File: config.mk
export PLATFORM = sky130hd
export DESIGN_NAME = radio_irq_flags
export DESIGN_NICKNAME = d
export VERILOG_FILES = /design/src/rtl/radio_irq_flags_pkg.sv /design/src/rtl/radio_irq_event_merge.sv /design/src/rtl/radio_irq_flag_store.sv /design/src/rtl/radio_irq_req_gen.sv /design/src/rtl/radio_irq_flags.sv
export SDC_FILE = /design/constraint.sdc
export NUM_CORES = 1
export LEC_CHECK = 0
export ABC_AREA = 1
export CORE_ASPECT_RATIO = 1.1
export CORE_MARGIN = 1
export CORE_UTILIZATION = 30
export CTS_BUF_LIST = sky130_fd_sc_hd__clkbuf_4
export CTS_CLUSTER_DIAMETER = 30
export DETAILED_ROUTE_END_ITERATION = 8
export HOLD_SLACK_MARGIN = 0.02
export PLACE_DENSITY = 0.74
export SYNTH_ARGS = -nofsm -noshare
export SYNTH_HDL_FRONTEND = slang
export SYNTH_SLANG_ARGS = --single-unit
File: constraint.sdc
create_clock -name clk -period 1.5 [get_ports clk]
set_clock_uncertainty 0.05 [all_clocks]
set_input_delay 0.225 -clock clk [delete_from_list [all_inputs] [get_ports clk]]
set_output_delay 0.225 -clock clk [all_outputs]
set_load 0.1 [all_outputs]
File: src/rtl/radio_irq_flags_pkg.sv
package radio_irq_flags_pkg;
  localparam int unsigned FLAG_W   = 8;
  localparam int unsigned B_VREG   = 7;
  localparam int unsigned B_READY  = 5;
  localparam int unsigned B_IDLE   = 4;
  localparam int unsigned B_CSOFT  = 2;
  localparam int unsigned B_CHARD  = 1;
  // flags that pass through the enable mask
  localparam logic [FLAG_W-1:0] MASKABLE = (FLAG_W'(1) << B_READY) | (FLAG_W'(1) << B_IDLE)
                                         | (FLAG_W'(1) << B_CSOFT) | (FLAG_W'(1) << B_CHARD);
  localparam logic [FLAG_W-1:0] NONMASK  = FLAG_W'(1) << B_VREG;
  localparam logic [FLAG_W-1:0] LIVE     = MASKABLE | NONMASK;

  typedef struct packed {
    logic vreg_up;
    logic cal_done;
    logic init_done;
    logic xtal_ramped;
    logic idle;
    logic idle_by_host;
    logic cal_soft;
    logic cal_hard;
  } evt_t;
endpackage

File: src/rtl/radio_irq_event_merge.sv
module radio_irq_event_merge
  import radio_irq_flags_pkg::*;
(
  input  evt_t              evt,
  output logic [FLAG_W-1:0] set_vec
);
  always_comb begin
    set_vec          = '0;
    set_vec[B_VREG]  = evt.vreg_up;
    set_vec[B_READY] = evt.cal_done | evt.init_done | evt.xtal_ramped;
    set_vec[B_IDLE]  = evt.idle & ~evt.idle_by_host;
    set_vec[B_CSOFT] = evt.cal_soft;
    set_vec[B_CHARD] = evt.cal_hard;
  end
endmodule

File: src/rtl/radio_irq_flag_store.sv
module radio_irq_flag_store
  import radio_irq_flags_pkg::*;
#(
  parameter int unsigned W = FLAG_W,
  parameter logic [W-1:0] IMPL     = LIVE,
  parameter logic [W-1:0] PWR_VAL  = NONMASK,
  parameter logic [W-1:0] EXT_KEEP = NONMASK
) (
  input  logic         clk,
  input  logic         rst_pwr_n,
  input  logic         rst_ext_n,
  input  logic         rd_hit,
  input  logic [W-1:0] set_vec,
  output logic [W-1:0] flags,
  output logic [W-1:0] rd_data
);
  for (genvar i = 0; i < W; i++) begin : g_bit
    if (IMPL[i]) begin : g_live
      logic q;
      always_ff @(posedge clk) begin
        if (!rst_pwr_n)      q <= PWR_VAL[i];
        else if (!rst_ext_n) q <= EXT_KEEP[i] ? q : 1'b0;
        else                 q <= (q & ~rd_hit) | set_vec[i];
      end
      assign flags[i] = q;
    end else begin : g_rsv
      assign flags[i] = 1'b0;
    end
  end

  always_ff @(posedge clk) begin
    if (!rst_pwr_n || !rst_ext_n) rd_data <= '0;
    else                          rd_data <= rd_hit ? flags : '0;
  end

  // a read with no event in that cycle leaves every flag clear
  a_r3_clear_after_read: assert property (@(posedge clk) disable iff (!rst_pwr_n || !rst_ext_n)
    (rd_hit && set_vec == '0) |=> (flags == '0));
  // reserved positions never appear in read data
  a_r8_reserved_zero: assert property (@(posedge clk) disable iff (!rst_pwr_n)
    ((rd_data & ~IMPL) == '0));
endmodule

File: src/rtl/radio_irq_req_gen.sv
module radio_irq_req_gen
  import radio_irq_flags_pkg::*;
(
  input  logic              clk,
  input  logic              rst_pwr_n,
  input  logic [FLAG_W-1:0] flags,
  input  logic [FLAG_W-1:0] irq_en,
  output logic              irq
);
  logic gate_open;

  always_ff @(posedge clk) begin
    if (!rst_pwr_n) gate_open <= 1'b0;
    else            gate_open <= 1'b1;
  end

  assign irq = (|(flags & irq_en & MASKABLE)) | (|(flags & NONMASK) & gate_open);

  // no request while the power domain is held in reset
  a_r1_quiet_in_reset: assert property (@(posedge clk)
    !rst_pwr_n |=> (!rst_pwr_n -> !irq));
  // a pending regulator flag requests once gating has opened
  a_r2_vreg_unmasked: assert property (@(posedge clk) disable iff (!rst_pwr_n)
    ($past(rst_pwr_n) && flags[B_VREG]) |-> irq);
endmodule

File: src/rtl/radio_irq_flags.sv
module radio_irq_flags
  import radio_irq_flags_pkg::*;
#(
  parameter int unsigned ADDR_W   = 8,
  parameter logic [ADDR_W-1:0] REG_ADDR = ADDR_W'(4)
) (
  input  logic              clk,
  input  logic              rst_pwr_n,
  input  logic              rst_ext_n,
  input  logic              ev_vreg_up,
  input  logic              ev_cal_done,
  input  logic              ev_init_done,
  input  logic              ev_xtal_ramped,
  input  logic              ev_idle,
  input  logic              idle_by_host,
  input  logic              ev_cal_soft,
  input  logic              ev_cal_hard,
  input  logic              rd_en,
  input  logic [ADDR_W-1:0] rd_addr,
  input  logic [FLAG_W-1:0] irq_en,
  output logic [FLAG_W-1:0] rd_data,
  output logic              irq
);
  evt_t              evt;
  logic [FLAG_W-1:0] set_vec;
  logic [FLAG_W-1:0] flags;
  logic              rd_hit;

  assign evt = '{vreg_up: ev_vreg_up, cal_done: ev_cal_done, init_done: ev_init_done,
                 xtal_ramped: ev_xtal_ramped, idle: ev_idle, idle_by_host: idle_by_host,
                 cal_soft: ev_cal_soft, cal_hard: ev_cal_hard};
  assign rd_hit = rd_en && (rd_addr == REG_ADDR);

  radio_irq_event_merge u_merge (.evt(evt), .set_vec(set_vec));

  radio_irq_flag_store #(.W(FLAG_W)) u_store (
    .clk(clk), .rst_pwr_n(rst_pwr_n), .rst_ext_n(rst_ext_n), .rd_hit(rd_hit),
    .set_vec(set_vec), .flags(flags), .rd_data(rd_data));

  radio_irq_req_gen u_req (
    .clk(clk), .rst_pwr_n(rst_pwr_n), .flags(flags), .irq_en(irq_en), .irq(irq));

  // a host-caused idle entry cannot raise a clear idle flag
  a_r6_host_idle_filtered: assert property (@(posedge clk) disable iff (!rst_pwr_n)
    (!flags[B_IDLE] && ev_idle && idle_by_host) |=> !flags[B_IDLE]);
  // a hard calibration event is stored in bit 1
  a_r7_hard_stored: assert property (@(posedge clk) disable iff (!rst_pwr_n || !rst_ext_n)
    ev_cal_hard |=> flags[B_CHARD]);
  // external reset leaves the regulator flag as it was
  a_r10_ext_keeps_vreg: assert property (@(posedge clk) disable iff (!rst_pwr_n)
    !rst_ext_n |=> $stable(flags[B_VREG]));
  // a read elsewhere returns zero
  a_r11_other_addr: assert property (@(posedge clk) disable iff (!rst_pwr_n || !rst_ext_n)
    (rd_en && rd_addr != REG_ADDR) |=> (rd_data == '0));
endmodule

# Yosys cells after proc, flatten, opt, wreduce, memory -nomap -nowiden
# Index checks and enable logic that the tools add are counted.
dict set report word_totals {
  elab_cells 35
  out_inout_bits 9
  reg_bits 14
  input_bits 28
  latch_bits 0
  ramBits 0
  romBits 0
  mem_count 0
}
dict set report classes {
  n_mux 1
  add_sub_neg 0
  n_lt_le_gt_ge 0
  n_eq_ne 1
  n_reduce_logical 7
  bitwise_logic 18
  div_mod_pow 0
  shift 0
  multipliers 0
}
# cell n
set ops {}
lappend ops {{$eq A8 B3 Y1 const B} 1}
lappend ops {{$or A1 B1 Y1} 8}
lappend ops {{$and A1 B1 Y1} 7}
lappend ops {{$and A6 B6 Y6} 1}
lappend ops {{$reduce_or A4 Y1} 1}
lappend ops {{$logic_not A1 Y1} 2}
lappend ops {{$not A1 Y1} 2}
lappend ops {{$reduce_and A2 Y1} 1}
lappend ops {{$reduce_or A2 Y1} 1}
lappend ops {{$logic_and A1 B1 Y1} 1}
lappend ops {{$logic_or A1 B1 Y1} 1}
lappend ops {{$mux W1} 1}

# Longest topological paths before layout
# Gate-level depths: netlist (run 1).
dict set report logic_depth {
  word_depth 5
  depth_mapped 8
}

# Hierarchy
# Synthesis (run 1) repeated with hierarchy kept, for this count alone.
dict set report hier_totals {
  hier_cells 81
  area_unflattened_um2 564.3
}
# mod n_inst area_each_um2 cells_per_inst seq_area_each_um2
set by_module_without_submodules {}
lappend by_module_without_submodules {radio_irq_flag_store 1 407.9 51 200.2}
lappend by_module_without_submodules {radio_irq_event_merge 1 67.6 12 0.0}
lappend by_module_without_submodules {radio_irq_req_gen 1 61.3 12 20.0}
lappend by_module_without_submodules {radio_irq_flags 1 27.5 6 0.0}

# Worst setup path after synthesis (run 1)
# OpenSTA, ideal clock, no wires.
dict set report synth_timing {
  path_type {flip-flop to output port}
  start {register u_store.g_bit[4].g_live.q}
  end {output port irq}
  path_stages_with_launch 5
  t_arrival_ns 1.175
  path_slack_ns 0.050
  cell_sequence {dfxtp_1 -> nand2_1 -> nand2_1 -> a221oi_1 -> nand2_1}
}
dict set report synth_via {
  elab_chain_cells 3
}
# element line_no
set synth_lines {}
lappend synth_lines {{from (decl)} radio_irq_flag_store.sv:19} ;# logic q;
lappend synth_lines {{from (signal assigned)} radio_irq_flag_store.sv:21} ;# if (!rst_pwr_n) q <= PWR_VAL[i];
lappend synth_lines {{from (signal assigned)} radio_irq_flag_store.sv:22} ;# else if (!rst_ext_n) q <= EXT_KEEP[i] ? q : 1'b0;
lappend synth_lines {{from (signal assigned)} radio_irq_flag_store.sv:23} ;# else q <= (q & ~rd_hit) | set_vec[i];
lappend synth_lines {{$and A6 B6 Y6} radio_irq_req_gen.sv:17} ;# assign irq = (|(flags & irq_en & MASKABLE)) | (|(flags & NONMASK) & gate_open);
lappend synth_lines {{$reduce_or A4 Y1} radio_irq_req_gen.sv:17}
lappend synth_lines {{$or A1 B1 Y1} radio_irq_req_gen.sv:17}
lappend synth_lines {{to (decl)} radio_irq_flags.sv:22} ;# output logic irq
# No other way between the ends.

# Worst setup path in the final report (run 1)
dict set report layout_timing {
  start {input port irq_en[1]}
  end {output port irq}
}
dict set report layout_via {
  elab_chain_cells 3
}
# element line_no
set layout_lines {}
lappend layout_lines {{from (decl)} radio_irq_flags.sv:20} ;# input logic [FLAG_W-1:0] irq_en,
lappend layout_lines {{$and A6 B6 Y6} radio_irq_req_gen.sv:17}
lappend layout_lines {{$reduce_or A4 Y1} radio_irq_req_gen.sv:17}
lappend layout_lines {{$or A1 B1 Y1} radio_irq_req_gen.sv:17}
# No other way between the ends.

==> results.py, run 1 <==
metrics = {
    "yosys": {
        "synthMuxAreaShare_pct": 0,
        "synth_fa_ha_area_share_pct": 0,
        "synth.top_cell.area_share_pct": 46.9,
        "synth_cell_type_count": 13,
        "syn_avg_cell_area_um2": 7.11,
        "netlist_instances": 66,
        "synth.area.top_cells": "dfxtp_1 47%, nand2_1 14%, inv_1 12%, nor2_1 5.6%, buf_4 4.8%",
        "yosysTopAreaCell": "dfxtp_1",
        "synth_top_family_by_area": "simple AND/OR/NAND/NOR gates",
        "synth_xor_area_share_pct": 0,
        "netlist_area_um2": 469,
        "ys_warn_count": 0,
        "yosys.area_share.simple_pct": 27.7,
        "seq_area_frac_synth_pct": 46.9,
        "synth-compound-area-share_pct": 7.73,
        "synth_seq_cells": 11,
    },
    "place": {
        "portBuffers": 29,
        "placed_area_um2": 825,
        "gp_congestion": 0.710,
        "dp_slack_ps": -66.3,
        "placed_cells": 110,
        "hpwlAfterDp_um": 863,
    },
    "die": {
        "ioPinCount": 37,
        "dieArea_mm2": 0.00173,
        "die-width_um": 39.7,
        "core_area_mm2": 0.00142,
        "initial_utilization_pct": 33.1,
        "rows": 14,
        "die_height_um": 43.5,
    },
    "cts": {
        "numCtsBuffers": 3,
        "insertion_delay_ps": 270,
        "clkTransAtPathRegs_ps": 60,
        "hold_buffers": 0,
        "postCtsSetupBuffers": 0,
        "root_buffer": "clkbuf_4",
        "cts_tree": "yes",
        "cts-htree-levels": 1,
        "clockBufferDepth": 2,
        "clock-sinks": 11,
    },
    "min_path": {
        "hold_path_class": "flop to flop",
    },
    "run": {
        "maxCapViolCount": 0,
    },
    "layout": {
        "multiInputGateArea_um2": 184,
        "final_cell_mix": "20 x clkdlybuf4s50_1, 17 x nand2_1, 15 x inv_1",
        "syn2layout_area_growth_pct": 84.8,
        "fillers": 117,
        "finalInstanceArea_um2": 867,
        "antenna_cells": 0,
        "final_common_cell": "clkdlybuf4s50_1",
        "stdcell_count": 114,
        "ff_latch_area_um2": 223,
        "nets": 127,
        "drive_above_1_share_pct": 16.3,
    },
    "global_routing": {
        "grt_first_pass_wirelength_um": 1690,
        "grt_pass1_vias": 421,
        "grt-ovfl-total": 0,
        "grt_max_degree": 7,
        "grt.total_usage_pct": 15.4,
        "antenna_found_initial": 0,
    },
    "routing": {
        "vias": 488,
        "drt_first_pass_iters": 5,
        "ant_nets": 0,
        "drt_iter0_drc": 10,
        "postRouteWirelength_um": 1110,
        "wl_per_cell_um": 9.75,
        "vias_per_cell": 4.28,
        "post-route-drc-count": 0,
    },
    "timing": {
        "fin_setup_tns_ps": -28.5,
        "grt_setup_unrepaired": "yes",
        "final-hold-violation-count": 0,
        "slew_violations": 0,
        "period_needed_ps": 1530,
        "hold-worst-slack_ps": 401,
        "final-setup-viol-count": 1,
        "period_share_pct": 102,
        "max_clock_freq_mhz": 654,
        "fin_ws_ps": -28.5,
    },
    "pwr": {
        "clkPwrFrac_pct": 32.0,
        "p_leak_nw": 0.425,
        "intPower_uw": 492,
        "power_density_mw_per_mm2": 777,
        "max-vdd-ir-drop_mv": 0.364,
        "p_sw_uw": 182,
        "sequentialPowerShare_pct": 45.2,
        "switching_share_pct": 27.0,
        "combinationalPowerShare_pct": 22.7,
    },
    "critical_path": {
        "reg2reg_slack_ps": 770,
        "cp-end-kind": "output pin",
        "worstPathArrival_ps": 1250,
        "crit_required_ps": 1220,
        "path_max_fanout": 1,
        "start_kind": "input port",
        "path_class": "input port to output pin",
    },
    "outcome": {
        "violations": "negative setup slack",
        "status": "finished with violations",
    },
}
-- stage by stage --
step	util (%)	power, mW
2_1_floorplan	-	0.389
3_3_place_gp	58.1	0.459
3_5_place_dp	58.1	0.462
4_1_cts	60.6	0.677
5_1_grt	61.1	0.711
6_report	61.1	0.674
-- logic make-up after synthesis --
family                 after synthesis
and+or+nand+nor                     30
AOI/OAI and AO/OA                    6
DFF                                 11
buffers and inverters               18
other                                1
-- worst max-delay path: stages --
cell and delay, ps:
clkdlybuf4s50_1 440, a221oi_2 260, nand2_1 130, buf_12 190
-- state kept, by name (all words and copies together) (netlist names) --
register and cells:
u_req.gate_open 1, u_store.g_bit.g_live.q 5, u_store.rd_data 5
-- synth_stat cells (all sizes together) --
master  instances
buf             3
nor3            1
inv            15
nand4           1
a21oi           4
conb            1
a221oi          1
nor2            9
a21boi          1
nand3           2
dfxtp          11
nand2          17
-- final timing paths --
path,start,end,cells after the start
worst max-delay path,irq_en[1],irq,4
worst min-delay path,u_store.g_bit[7].g_live.q,u_store.rd_data[7],2
worst max register to register,u_store.g_bit[2].g_live.q,u_store.g_bit[2].g_live.q,2
worst min register to register,u_store.g_bit[7].g_live.q,u_store.rd_data[7],2
-- cell type report --
cell class | count | share of cell area, %
Clock buffer | 4 | 3.46
Inverter | 15 | 6.49
Multi-Input combinational cell | 39 | 21.2
Sequential cell | 11 | 25.7
Tap cell | 16 | 2.31
Timing Repair Buffer | 29 | 40.8
-- power by group through the flow --
stage               registers (mW)  clock network [mW]  logic [mW]
floorplan                    0.309                   0      0.0805
global placement             0.309                   0       0.150
detailed placement           0.310                   0       0.152
CTS                          0.304               0.220       0.154
global route                 0.305               0.244       0.162
finish                       0.305               0.216       0.153
-- routing by layer --
metal  vias up  track usage (%)  part of all wire (%)
met5         -                0                     0
met4         0             14.5                   4.7
met3         7             5.13                   6.8
met2        25             24.9                    53
met1       203             14.2                    36
li1        253                -                     -
-- timing repair --
item	4_1_cts	5_1_grt
setup endpoints to repair	1	1
gates cloned	0	0
gates resized for setup	2	4
pin swaps	2	4
No activity file was read; power rests on OpenSTA's default activity.
==> run 2: changes to the inputs <==
--- a/config.mk
+++ b/config.mk
@@ -14,6 +14,7 @@
 export DETAILED_ROUTE_END_ITERATION = 8
 export HOLD_SLACK_MARGIN = 0.02
 export PLACE_DENSITY = 0.74
+export SKIP_CTS_REPAIR_TIMING = 1
 export SYNTH_ARGS = -nofsm -noshare
 export SYNTH_HDL_FRONTEND = slang
 export SYNTH_SLANG_ARGS = --single-unit
==> results.py, run 2 (synthesis results as in run 1) <==
metrics = {
    "timing": {
        "period_needed_ps": 1510,
        "fin_ws_ps": -14.6,
        "slew_violations": 0,
        "max_clock_freq_mhz": 660,
        "period_share_pct": 101,
        "final-hold-violation-count": 0,
        "grt_setup_unrepaired": "yes",
        "hold-worst-slack_ps": 398,
        "final-setup-viol-count": 1,
    },
    "global_routing": {
        "grt_max_degree": 7,
        "antenna_found_initial": 0,
        "grt_pass1_vias": 415,
        "grt-ovfl-total": 0,
        "grt_first_pass_wirelength_um": 1640,
        "grt.total_usage_pct": 14.6,
    },
    "layout": {
        "utilization_pct": 61.3,
        "final_cell_mix": "21 x clkdlybuf4s50_1, 17 x nand2_1, 15 x inv_1",
        "reg.largest.list": "u_store.g_bit.g_live.q x5, u_store.rd_data x5, u_req.gate_open x1",
        "fillers": 115,
        "drive_above_1_share_pct": 17.3,
        "antenna_cells": 0,
        "syn2layout_area_growth_pct": 85.3,
        "final_common_cell": "clkdlybuf4s50_1",
        "finalInstanceArea_um2": 870,
        "nets": 127,
    },
    "cts": {
        "clkTransAtPathRegs_ps": 70,
        "clockBufferDepth": 2,
        "insertion_delay_ps": 270,
        "root_buffer": "clkbuf_4",
        "cts_tree": "yes",
        "clock-sinks": 11,
        "numCtsBuffers": 3,
        "cts-htree-levels": 1,
    },
    "pwr": {
        "power_density_mw_per_mm2": 777,
        "p_leak_nw": 0.424,
        "max-vdd-ir-drop_mv": 0.363,
    },
    "critical_path": {
        "start_kind": "input port",
        "path_max_fanout": 1,
        "worstPathArrival_ps": 1240,
        "cp-end-kind": "output pin",
        "crit_required_ps": 1220,
        "path_class": "input port to output pin",
    },
    "routing": {
        "ant_nets": 0,
        "wl_per_cell_um": 9.76,
        "post-route-drc-count": 0,
        "vias": 481,
        "vias_per_cell": 4.22,
        "postRouteWirelength_um": 1110,
        "drt_iter0_drc": 9,
        "drt_first_pass_iters": 4,
    },
    "outcome": {
        "status": "finished with violations",
        "violations": "negative setup slack",
    },
    "die": {
        "core_area_mm2": 0.00142,
        "ioPinCount": 37,
        "die-width_um": 39.7,
        "rows": 14,
        "dieArea_mm2": 0.00173,
        "die_height_um": 43.5,
        "initial_utilization_pct": 33.1,
    },
    "place": {
        "hpwlAfterDp_um": 863,
        "portBuffers": 29,
        "placed_area_um2": 825,
        "gp_congestion": 0.710,
    },
    "run": {
        "maxCapViolCount": 0,
    },
    "min_path": {
        "hold_path_class": "flop to flop",
    },
}
-- run 2: area by class of cell --
type | instances | area [um2] | share of cell area [%]
Multi-Input combinational cell | 39 | 184 | 21.2
Timing Repair Buffer | 29 | 355 | 40.9
Clock buffer | 4 | 30.0 | 3.45
Tap cell | 16 | 20.0 | 2.30
Sequential cell | 11 | 224 | 25.8
Inverter | 15 | 56.3 | 6.47
-- run 2: final timing paths --
path / slack [ps] / cells past startpoint / to / startpoint
worst max-delay path: -10 / 4 / irq / irq_en[2]
worst min-delay path: 400 / 2 / u_store.rd_data[7] / u_store.g_bit[7].g_live.q
worst max register to register: 800 / 2 / u_store.g_bit[1].g_live.q / u_store.g_bit[1].g_live.q
worst min register to register: 400 / 2 / u_store.rd_data[7] / u_store.g_bit[7].g_live.q
-- run 2: routing by layer --
| layer | GRT usage, % | part of all wire, % | up-vias |
|---|---|---|---|
| met1 | 14.9 | 36 | 197 |
| met5 | 0 | 0 | - |
| met4 | 13.8 | 4.7 | 0 |
| met3 | 5.13 | 6.6 | 7 |
| met2 | 22.0 | 53 | 23 |
| li1 | - | - | 254 |
-- run 2: power breakdown --
group	total (mW)	internal (mW)	switching, mW
logic	0.154	0.0724	0.0812
clock network	0.218	0.121	0.0964
registers	0.305	0.299	0.00550
total	0.676	0.493	0.183
-- run 2: stage by stage --
stage | worst slack, ps | instances | total power [mW] | setup TNS (ps)
floorplan | 49.6 | 68 | 0.389 | 0
global placement | -43.3 | 110 | 0.459 | -43.3
detailed placement | -66.3 | 110 | 0.462 | -66.3
CTS | -73.5 | 114 | 0.676 | -73.5
global route | -63.1 | 114 | 0.712 | -63.1
finish | -14.6 | 114 | 0.676 | -14.6
-- run 2: critical path, stage by stage --
cell,delay (ps)
clkdlybuf4s50_1,420
a221oi_2,280
nand2_1,130
buf_12,180
==> run 3: changes to the inputs <==
--- a/config.mk
+++ b/config.mk
@@ -9,7 +9,7 @@
 export CORE_ASPECT_RATIO = 1.1
 export CORE_MARGIN = 1
 export CORE_UTILIZATION = 30
-export CTS_BUF_LIST = sky130_fd_sc_hd__clkbuf_4
+export CTS_BUF_LIST = sky130_fd_sc_hd__clkbuf_2
 export CTS_CLUSTER_DIAMETER = 30
 export DETAILED_ROUTE_END_ITERATION = 8
 export HOLD_SLACK_MARGIN = 0.02
==> results.py, run 3 (synthesis results as in run 1) <==
metrics = {
    "timing": {
        "max_clock_freq_mhz": 660,
        "fin_ws_ps": -14.6,
        "slew_violations": 0,
        "final-hold-violation-count": 0,
        "period_share_pct": 101,
        "grt_setup_unrepaired": "yes",
        "final-setup-viol-count": 1,
        "hold-worst-slack_ps": 406,
        "period_needed_ps": 1510,
    },
    "die": {
        "die_height_um": 43.5,
        "dieArea_mm2": 0.00173,
        "die-width_um": 39.7,
        "core_area_mm2": 0.00142,
        "initial_utilization_pct": 33.1,
        "ioPinCount": 37,
        "rows": 14,
    },
    "critical_path": {
        "cp-end-kind": "output pin",
        "path_class": "input port to output pin",
        "reg2reg_slack_ps": 790,
        "crit_required_ps": 1220,
        "rr_startpoint": "u_store.g_bit[2].g_live.q",
        "start_kind": "input port",
        "startpoint": "irq_en[2]",
        "worstPathArrival_ps": 1240,
        "path_max_fanout": 1,
    },
    "cts": {
        "cts_tree": "yes",
        "insertion_delay_ps": 260,
        "clockBufferDepth": 2,
        "root_buffer": "clkbuf_2",
        "clkTransAtPathRegs_ps": 100,
        "numCtsBuffers": 3,
        "cts-htree-levels": 1,
        "clock-sinks": 11,
    },
    "place": {
        "hpwlAfterDp_um": 863,
        "placed_cells": 110,
        "portBuffers": 29,
        "gp_congestion": 0.710,
    },
    "layout": {
        "nets": 127,
        "final_common_cell": "clkdlybuf4s50_1",
        "final_cell_mix": "21 x clkdlybuf4s50_1, 17 x nand2_1, 15 x inv_1",
        "reg.largest.list": "u_store.g_bit.g_live.q x5, u_store.rd_data x5, u_req.gate_open x1",
        "antenna_cells": 0,
        "drive_above_1_share_pct": 16.3,
        "utilization_pct": 60.5,
        "syn2layout_area_growth_pct": 82.9,
        "stdcell_count": 114,
    },
    "global_routing": {
        "grt.total_usage_pct": 14.0,
        "grt_max_degree": 7,
        "antenna_found_initial": 0,
        "grt-ovfl-total": 0,
        "grt_pass1_vias": 421,
        "grt_first_pass_wirelength_um": 1630,
    },
    "min_path": {
        "min-delay-start": "u_store.g_bit[7].g_live.q",
        "hold_path_class": "flop to flop",
    },
    "routing": {
        "vias_per_cell": 4.16,
        "post-route-drc-count": 0,
        "drt_iter0_drc": 8,
        "drt_first_pass_iters": 4,
        "ant_nets": 0,
        "wl_per_cell_um": 9.75,
        "vias": 474,
        "postRouteWirelength_um": 1110,
    },
    "pwr": {
        "finalPower_uw": 626,
        "clkPwrFrac_pct": 26.8,
        "combinationalPowerShare_pct": 24.6,
        "p_sw_uw": 184,
        "switching_share_pct": 29.4,
        "intPower_uw": 442,
        "power_density_mw_per_mm2": 729,
        "max-vdd-ir-drop_mv": 0.435,
        "sequentialPowerShare_pct": 48.6,
        "p_leak_nw": 0.422,
    },
    "run": {
        "maxCapViolCount": 0,
    },
    "outcome": {
        "status": "finished with violations",
        "violations": "negative setup slack",
    },
}
run 3: cell counts in the layout (fill, tap and decap cells not counted):
No cell type changed its count.
run 3: layout make-up:
cell class	count	area (um2)
clock buffer	4	20.0
fill	114	561
inverter	15	56.3
multi-input combinational	39	184
sequential	11	223
tap	16	20.0
timing repair buffer	29	355
run 3: worst max-delay path, cell delays in order:
cell	delay, ps
clkdlybuf4s50_1	420
a221oi_2	280
nand2_1	130
buf_12	180
run 3: worst paths after layout:
check | end | cells after the start
min | u_store.rd_data[7] | 2
max | irq | 4
max reg2reg | u_store.g_bit[2].g_live.q | 2
min reg2reg | u_store.rd_data[7] | 2
run 3: power by group through the flow:
stage                     registers [mW]  clock network (mW)  logic (mW)
after floorplan                    0.309                   0      0.0805
after global placement             0.309                   0       0.150
after detailed placement           0.310                   0       0.152
after CTS                          0.303               0.170       0.153
after global routing               0.305               0.187       0.164
final                              0.304               0.168       0.154
run 3: metal layers:
metal | track usage [%] | share of wire (%) | vias to the layer above
met5 | 0 | 0 | -
met4 | 11.7 | 4.2 | 0
met3 | 3.59 | 6.8 | 7
met2 | 22.3 | 53 | 23
met1 | 14.6 | 36 | 192
li1 | - | - | 252
run 3: per-stage QoR:
| step | setup WS (ps) | area, um2 | setup TNS [ps] |
|---|---|---|---|
| final | -14.6 | 858 | -14.6 |
| after global routing | -68.5 | 858 | -68.5 |
| after CTS | -73.5 | 845 | -73.5 |
| after detailed placement | -66.3 | 825 | -66.3 |
| after global placement | -43.3 | 825 | -43.3 |
| after floorplan | 49.6 | 477 | 0 |
